## src/rtl/fmt422_pkg.sv

```systemverilog
package fmt422_pkg;

  typedef enum logic {
    FMT_444 = 1'b0,
    FMT_422 = 1'b1
  } fmt_mode_e;

endpackage

```

## src/rtl/fmt_line_ctrl.sv

```systemverilog
module fmt_line_ctrl
  import fmt422_pkg::*;
(
  input  logic      clk,
  input  logic      rst_n,
  input  logic      sync_in,
  input  logic      mode_sel_in,
  output logic      line_start,
  output logic      pix_odd,
  output fmt_mode_e mode_now
);

  logic      sync_q;
  logic      odd_q;
  fmt_mode_e mode_q;

  // Rising edge of the sync marker restarts pixel indexing and locks the format
  assign line_start = sync_in & ~sync_q;
  assign pix_odd    = line_start ? 1'b0 : ~odd_q;
  assign mode_now   = line_start ? fmt_mode_e'(mode_sel_in) : mode_q;

  always_ff @(posedge clk or negedge rst_n) begin
    if (!rst_n) begin
      sync_q <= 1'b0;
      odd_q  <= 1'b1;     // first pixel after reset is even
      mode_q <= FMT_444;
    end else begin
      sync_q <= sync_in;
      odd_q  <= pix_odd;
      mode_q <= mode_now;
    end
  end

endmodule

```

## src/rtl/fmt_pack.sv

```systemverilog
module fmt_pack
  import fmt422_pkg::*;
#(
  parameter int SAMPLE_W = 10,
  localparam int WORD_W  = 3 * SAMPLE_W + 2
) (
  input  logic                clk,
  input  logic                rst_n,
  input  logic [SAMPLE_W-1:0] r_in,
  input  logic [SAMPLE_W-1:0] g_in,
  input  logic [SAMPLE_W-1:0] b_in,
  input  logic                pix_odd,
  input  fmt_mode_e           mode_now,
  output logic [WORD_W-1:0]   word_q
);

  logic [SAMPLE_W-1:0] cr_hold;
  logic [SAMPLE_W-1:0] lane0, lane1, lane2;

  always_comb begin
    lane0 = g_in;
    if (mode_now == FMT_422) begin
      lane1 = pix_odd ? cr_hold : b_in;
      lane2 = '0;
    end else begin
      lane1 = b_in;
      lane2 = r_in;
    end
  end

  // Word layout: {is_422, odd, lane2, lane1, lane0}
  always_ff @(posedge clk or negedge rst_n) begin
    if (!rst_n) begin
      cr_hold <= '0;
      word_q  <= '0;
    end else begin
      if (!pix_odd) cr_hold <= r_in;
      word_q <= {mode_now == FMT_422, pix_odd, lane2, lane1, lane0};
    end
  end

endmodule

```

## src/rtl/fmt_pipe.sv

```systemverilog
module fmt_pipe #(
  parameter int W     = 8,
  parameter int DEPTH = 1
) (
  input  logic         clk,
  input  logic         rst_n,
  input  logic [W-1:0] d,
  output logic [W-1:0] q
);

  generate
    if (DEPTH == 0) begin : g_wire
      assign q = d;
    end else begin : g_sr
      logic [W-1:0] sr [DEPTH];
      always_ff @(posedge clk or negedge rst_n) begin
        if (!rst_n) begin
          for (int i = 0; i < DEPTH; i++) sr[i] <= '0;
        end else begin
          sr[0] <= d;
          for (int i = 1; i < DEPTH; i++) sr[i] <= sr[i-1];
        end
      end
      assign q = sr[DEPTH-1];
    end
  endgenerate

endmodule

```

## src/rtl/fmt422_formatter.sv

```systemverilog
module fmt422_formatter
  import fmt422_pkg::*;
#(
  parameter int SAMPLE_W  = 10,
  parameter int DATA_LAT  = 8,
  parameter int SYNC_LEAD = 1
) (
  input  logic                clk,
  input  logic                rst_n,
  input  logic [SAMPLE_W-1:0] r_in,
  input  logic [SAMPLE_W-1:0] g_in,
  input  logic [SAMPLE_W-1:0] b_in,
  input  logic                sync_in,
  input  logic                mode_sel_in,
  output logic [SAMPLE_W-1:0] out_ch0,
  output logic [SAMPLE_W-1:0] out_ch1,
  output logic [SAMPLE_W-1:0] out_ch2,
  output logic                sync_out,
  output logic                fmt_422_out,
  output logic                c_is_cr
);

  localparam int WORD_W   = 3 * SAMPLE_W + 2;
  localparam int SYNC_LAT = DATA_LAT - 2 * SYNC_LEAD;

  logic              line_start;
  logic              pix_odd;
  fmt_mode_e         mode_now;
  logic [WORD_W-1:0] word_q;
  logic [WORD_W-1:0] word_out;

  fmt_line_ctrl u_ctrl (
    .clk        (clk),
    .rst_n      (rst_n),
    .sync_in    (sync_in),
    .mode_sel_in(mode_sel_in),
    .line_start (line_start),
    .pix_odd    (pix_odd),
    .mode_now   (mode_now)
  );

  fmt_pack #(.SAMPLE_W(SAMPLE_W)) u_pack (
    .clk     (clk),
    .rst_n   (rst_n),
    .r_in    (r_in),
    .g_in    (g_in),
    .b_in    (b_in),
    .pix_odd (pix_odd),
    .mode_now(mode_now),
    .word_q  (word_q)
  );

  // Packing stage is one register; the rest of the data latency follows
  fmt_pipe #(.W(WORD_W), .DEPTH(DATA_LAT - 1)) u_data_dly (
    .clk  (clk),
    .rst_n(rst_n),
    .d    (word_q),
    .q    (word_out)
  );

  fmt_pipe #(.W(1), .DEPTH(SYNC_LAT)) u_sync_dly (
    .clk  (clk),
    .rst_n(rst_n),
    .d    (sync_in),
    .q    (sync_out)
  );

  assign out_ch0     = word_out[SAMPLE_W-1:0];
  assign out_ch1     = word_out[2*SAMPLE_W-1:SAMPLE_W];
  assign out_ch2     = word_out[3*SAMPLE_W-1:2*SAMPLE_W];
  assign fmt_422_out = word_out[WORD_W-1];
  assign c_is_cr     = word_out[WORD_W-1] & word_out[WORD_W-2];

  logic unused_line_start;
  assign unused_line_start = line_start;

endmodule

```

## config.mk

```make
export PLATFORM = sky130hd
export DESIGN_NAME = fmt422_formatter
export DESIGN_NICKNAME = d
export VERILOG_FILES = /design/src/rtl/fmt422_pkg.sv /design/src/rtl/fmt_line_ctrl.sv /design/src/rtl/fmt_pack.sv /design/src/rtl/fmt_pipe.sv /design/src/rtl/fmt422_formatter.sv
export SDC_FILE = /design/constraint.sdc
export NUM_CORES = 1
export LEC_CHECK = 0
export BUFFER_PORTS_ARGS = -buffer_cell sky130_fd_sc_hd__buf_2
export CORE_ASPECT_RATIO = 2
export CORE_UTILIZATION = 57
export DETAILED_ROUTE_END_ITERATION = 12
export PLACE_DENSITY = 0.77
export SETUP_SLACK_MARGIN = 0.5
export SLEW_MARGIN = 10
export SYNTH_ARGS = -nofsm -noshare
export SYNTH_HDL_FRONTEND = slang
export SYNTH_SLANG_ARGS = --single-unit
```

## constraint.sdc

```tcl
create_clock -name clk -period 1.34 [get_ports clk]
set_input_delay 0.268 -clock clk [delete_from_list [all_inputs] [get_ports clk]]
set_output_delay 0.268 -clock clk [all_outputs]
set_load 0.03 [all_outputs]
```

# Word-level counts from Yosys, hierarchy flattened
# Cells that the tools add are included.
# classes
mux	5
bitwise	4
# ops
op	count
$mux 10	3
$and 1x1->1	2
$mux 1	2
$not 1->1	2
# word_totals
output_inout_bits	33
wordCells	26
ff_bits	274
in_bits	34

# Longest topological paths before layout
# depth
ltp_word	5
depth_mapped	4
ltp_nobuf	3

# Cells and area by module
# From an unflattened synthesis, not the netlist that was laid out.
# hier_totals
cells_unflattened	344
hier_area_um2	7469.7
# modules_own_cells
mod	cells_per_inst	n_inst	seq_area_each_um2	area_each_um2
fmt_pipe at u_data_dly	256	1	5605.4	5845.6
fmt_pack	75	1	1051.0	1358.8
fmt_pipe at u_sync_dly	6	1	150.1	150.1
fmt_line_ctrl	6	1	76.3	108.9
fmt422_formatter	1	1	0.0	6.3

# Worst setup path before layout
# OpenSTA, ideal clock, no wires.
# synth_path
kind	reg-to-reg
startpoint	register u_ctrl.odd_q
endpoint	register u_pack.word_q[10]
t_required_ns	1.215
arrival_time_ns	1.099
slack_ns	0.116
path_stages_with_launch	4
setup_time_ns	0.125
path_cell_list	dfstp_2 > nand3b_1 > buf_6 > mux2_2
# synth_between
elab_chain_cells	4
# synth_rtl
item	line	source
start: declaration	fmt_line_ctrl.sv:14	logic odd_q;
start signal: assignment	fmt_line_ctrl.sv:29	odd_q <= pix_odd;
$not 1->1	fmt_line_ctrl.sv:19	assign pix_odd = line_start ? 1'b0 : ~odd_q;
$mux 1	fmt_line_ctrl.sv:19	
$mux 10	fmt_pack.sv:23	lane1 = pix_odd ? cr_hold : b_in;
$mux 10	fmt_pack.sv:22	if (mode_now == FMT_422) begin
via u_pack.lane1[0]	fmt_pack.sv:18	logic [SAMPLE_W-1:0] lane0, lane1, lane2;
end signal: assignment	fmt_pack.sv:38	word_q <= {mode_now == FMT_422, pix_odd, lane2, lane1, lane0};
end: declaration	fmt_pack.sv:14	output logic [WORD_W-1:0] word_q
# The timed path passes the listed nets, and every way through them passes these cells.
# A chain may end at the register's enable or synchronous reset.

# Final worst setup path
# layout_path
startpoint	register u_data_dly.g_sr.sr, in the netlist u_data_dly.q[31]
endpoint	output port c_is_cr
# layout_between
elab_chain_cells	1
# layout_rtl
item	line	source
start: declaration	fmt_pipe.sv:15	logic [W-1:0] sr [DEPTH];
$and 1x1->1	fmt422_formatter.sv:72	assign c_is_cr = word_out[WORD_W-1] & word_out[WORD_W-2];
end: declaration	fmt422_formatter.sv:20	output logic c_is_cr
# Every way passes these cells.

==> flow_results.xml <==
<?xml version="1.0" encoding="UTF-8"?>
<metrics>
  <group name="floorplanning">
    <metric name="die_height" unit="um">164</metric>
    <metric name="placement_rows" unit="">58</metric>
    <metric name="top_level_ports" unit="">67</metric>
    <metric name="floorplan.initialDensity" unit="%">58.8</metric>
    <metric name="core_region_area" unit="mm^2">0.0127</metric>
    <metric name="die_w" unit="um">83.0</metric>
    <metric name="die_ar" unit="mm^2">0.0136</metric>
  </group>
  <group name="timing">
    <metric name="setup_failing_eps_final" unit="">1</metric>
    <metric name="postLayoutSetupSlackWorst" unit="ns">-0.0669</metric>
    <metric name="slew_viol_final" unit="">0</metric>
    <metric name="setup_repair_after_global_routing_missed_its_margin" unit="">true</metric>
    <metric name="finClkSkew" unit="ns">0.0122</metric>
    <metric name="slew_at_the_pin_closest_to_its_max_slew_limit" unit="ns">0.242</metric>
    <metric name="report.final.hold_viol_count" unit="">0</metric>
    <metric name="final.period_utilization" unit="%">105</metric>
    <metric name="post-route-min-period" unit="ns">1.41</metric>
    <metric name="maxClockFrequency" unit="MHz">711</metric>
    <metric name="slew_headroom" unit="%">83.8</metric>
  </group>
  <group name="logic_synthesis">
    <metric name="yosys_warnings" unit="">0</metric>
    <metric name="share_of_synthesized_area_occupied_by_flip_flops_and_latches" unit="%">91.5</metric>
    <metric name="syn_area" unit="mm^2">0.00747</metric>
    <metric name="ys_ff_latch" unit="">273</metric>
    <metric name="syn-num-nets" unit="">376</metric>
    <metric name="post-synth-top-count-cell" unit="">dfrtp_1</metric>
    <metric name="synth_enable_flop_cells" unit="">0</metric>
    <metric name="yosys-top-cells-count" unit="">dfrtp_1 (272), buf_4 (30), and2_1 (11), mux2_2 (11), mux2_4 (9)</metric>
    <metric name="syn_inst" unit="">342</metric>
    <metric name="post_synthesis_mean_instance_area" unit="um^2">21.8</metric>
    <metric name="synth_top_area_share" unit="%">91.1</metric>
    <metric name="synth-async-reset-ratio" unit="%">100</metric>
    <metric name="yosys_most_used_dff" unit="">dfrtp_1</metric>
    <metric name="count_of_unique_library_cells_instantiated_by_yosys" unit="">14</metric>
    <metric name="synth.area.top_cells" unit="">dfrtp_1 (91%), buf_4 (3.0%), mux2_4 (1.8%)</metric>
    <metric name="post-synth-top-area-cell" unit="">dfrtp_1</metric>
  </group>
  <group name="routing">
    <metric name="vias" unit="">2794</metric>
    <metric name="drcViolationCount" unit="">0</metric>
    <metric name="initialDrtViolationCount" unit="">110</metric>
    <metric name="wire_per_inst" unit="um">16.2</metric>
    <metric name="antenna_violating_nets_post_route" unit="">0</metric>
    <metric name="drt_pass1_iterations" unit="">4</metric>
    <metric name="vias_per_cell" unit="">4.70</metric>
    <metric name="drt-total-wl" unit="um">9590</metric>
  </group>
  <group name="run">
    <metric name="maxCapViolations" unit="">0</metric>
  </group>
  <group name="finish">
    <metric name="syn2layout_area_growth" unit="%">22.7</metric>
    <metric name="fin_util" unit="%">72.2</metric>
    <metric name="regArea" unit="mm^2">0.00683</metric>
    <metric name="final_net_count" unit="">464</metric>
    <metric name="drive_above_1_share" unit="%">35.1</metric>
    <metric name="final_area" unit="mm^2">0.00917</metric>
    <metric name="multi_input_area" unit="um^2">454</metric>
    <metric name="diodes" unit="">0</metric>
    <metric name="fillers" unit="">732</metric>
  </group>
  <group name="min_path">
    <metric name="worstHoldStart" unit="">b_in[4]</metric>
    <metric name="worstHoldEndpoint" unit="">u_pack.word_q[14]</metric>
    <metric name="timing.hold.worst.class" unit="">in2reg</metric>
    <metric name="min_delay_path_depth" unit="">2</metric>
  </group>
  <group name="grt">
    <metric name="grt_overflow_total" unit="">0</metric>
    <metric name="grt_antenna_before_repair" unit="">0</metric>
    <metric name="vias_in_the_first_global_route" unit="">3147</metric>
    <metric name="first_pass_grt_wire_length" unit="um">16000</metric>
    <metric name="grt_max_degree" unit="">50</metric>
    <metric name="grt.total_usage" unit="%">15.4</metric>
  </group>
  <group name="status">
    <metric name="failed_checks" unit="">setup timing</metric>
    <metric name="status" unit="">finished, violations left</metric>
  </group>
  <group name="worst_setup_path">
    <metric name="timing.critical_path.from_type" unit="">register</metric>
    <metric name="reg2reg_depth" unit="">3</metric>
    <metric name="r2r_end" unit="">u_pack.word_q[18]</metric>
    <metric name="critPathRequiredTime" unit="ns">1.07</metric>
    <metric name="path_max_fanout" unit="">2</metric>
    <metric name="reg2reg_setup_slack" unit="ns">0.05</metric>
    <metric name="cp_data_arrival_time" unit="ns">1.14</metric>
    <metric name="crit_path_end_kind" unit="">primary output</metric>
    <metric name="criticalPathCategory" unit="">reg2out</metric>
    <metric name="critical_r2r_launch" unit="">u_ctrl.odd_q</metric>
  </group>
  <group name="clocking">
    <metric name="cts_root_buffer" unit="">clkbuf_16</metric>
    <metric name="max-clock-path-buffers" unit="">3</metric>
    <metric name="worst_setup_hold_path_clk_slew" unit="ns">0.07</metric>
    <metric name="clock_tree.htree_level_count" unit="">1</metric>
    <metric name="tritoncts.num_buffers" unit="">20</metric>
    <metric name="cts_tree" unit="">built</metric>
    <metric name="clock_insertion_delay_worst_skew" unit="ns">0.48</metric>
    <metric name="clock_sinks" unit="">273</metric>
  </group>
  <group name="placed_design">
    <metric name="gpl.final_weighted_congestion" unit="">0.661</metric>
    <metric name="place.detailed.hpwl" unit="um">4930</metric>
    <metric name="placed_cell_area" unit="mm^2">0.00794</metric>
    <metric name="io_buffers" unit="">66</metric>
  </group>
  <group name="power_and_ir_drop">
    <metric name="cellLeakagePower" unit="uW">0.00441</metric>
    <metric name="cellPowerDensity" unit="mW/mm^2">1820</metric>
    <metric name="vdd.ir_drop.worst" unit="mV">1.33</metric>
  </group>
</metrics>
==> sequential cells by signal, indices dropped and copies added (netlist names) <==
signal              flops
u_ctrl.odd_q            1
u_pack.word_q          31
u_sync_dly.g_sr.sr      5
u_sync_dly.q            1
u_data_dly.g_sr.sr    192
u_data_dly.q           32
u_pack.cr_hold         10
u_ctrl.mode_q           1
==> kinds of logic after synthesis <==
family	Yosys count	share of synthesized area (%)
buffers and inverters	34	3.55
multiplexers	21	3.60
flip-flops	273	91.5
AND/OR/NAND/NOR	14	1.39
==> per-layer routing <==
metal | global-route usage, % | vias to the layer above | share of wire, %
li1 | - | 1216 | -
met1 | 18.6 | 1487 | 37
met2 | 28.3 | 74 | 57
met3 | 2.31 | 17 | 3.5
met4 | 5.25 | 0 | 2.1
met5 | 0 | - | 0
==> area by class of cell <==
class / instances / area share [%]
clock buffer: 24 / 6.07
inverter: 1 / 0.0410
timing repair buffer: 99 / 10.7
tap: 150 / 2.05
sequential: 273 / 74.6
clock inverter: 12 / 1.65
multi-input combinational: 35 / 4.95
==> cells in the final DEF (no fill, tap or decap), drive strengths merged <==
cell         synthesis  routed
nand2b               1       1
mux2                20      20
dlygate4sd3          0      15
dfstp                1       1
clkbuf               0      25
inv                  1       2
nor2b                1       1
mux2i                1       1
clkinv               0       4
and2                11      11
buf                 33      83
dfrtp              272     272
clkinvlp             0       4
bufinv               0       3
nand3b               1       1
==> per-stage QoR <==
step	hold slack, ns	instances	setup slack (ns)	total power (uW)	setup TNS, ns
floorplan	-0.0276	342	0.116	9870	0
detailed placement	0.180	537	0.0554	10200	0
global placement	0.168	537	0.104	10100	0
global route	0.00923	594	-0.121	17300	-0.147
finish	0.0139	594	-0.0669	16600	-0.0669
CTS	0.00142	593	-0.0861	16800	-0.0861
==> worst max-delay path by stage <==
stage                                 from           endpoint  slack, ns  cells after the start
after floorplan               u_ctrl.odd_q  u_pack.word_q[10]       0.12                      3
after global placement        u_ctrl.odd_q  u_pack.word_q[15]       0.10                      3
after detailed placement      u_ctrl.odd_q  u_pack.word_q[10]       0.06                      3
after CTS                 u_data_dly.q[31]            c_is_cr      -0.09                      2
after global routing      u_data_dly.q[30]            c_is_cr      -0.12                      2
final                     u_data_dly.q[31]            c_is_cr      -0.07                      2
==> power breakdown <==
part	leakage [uW]	total, uW	switching (uW)	internal (uW)
sequential	0.00328	9290	272	9020
clock	0.000339	6250	2670	3590
combinational	0.000788	1090	541	553
==> repair_timing <==
action / 4_1_cts / 5_1_grt
endpoints found under the hold margin: 183 / 0
gates cloned: 2 / 0
resized for setup: 94 / 5
buffers inserted: 3 / 1
hold buffers: 15 / 0
endpoints found under the setup margin: 66 / 160
pin swaps: 1 / 1
==> critical path, stage by stage, from the launching register on <==
cell     delay (ns)
dfrtp_2        0.40
and2_4         0.13
buf_6          0.13
Power figures use the tool's default switching activity.
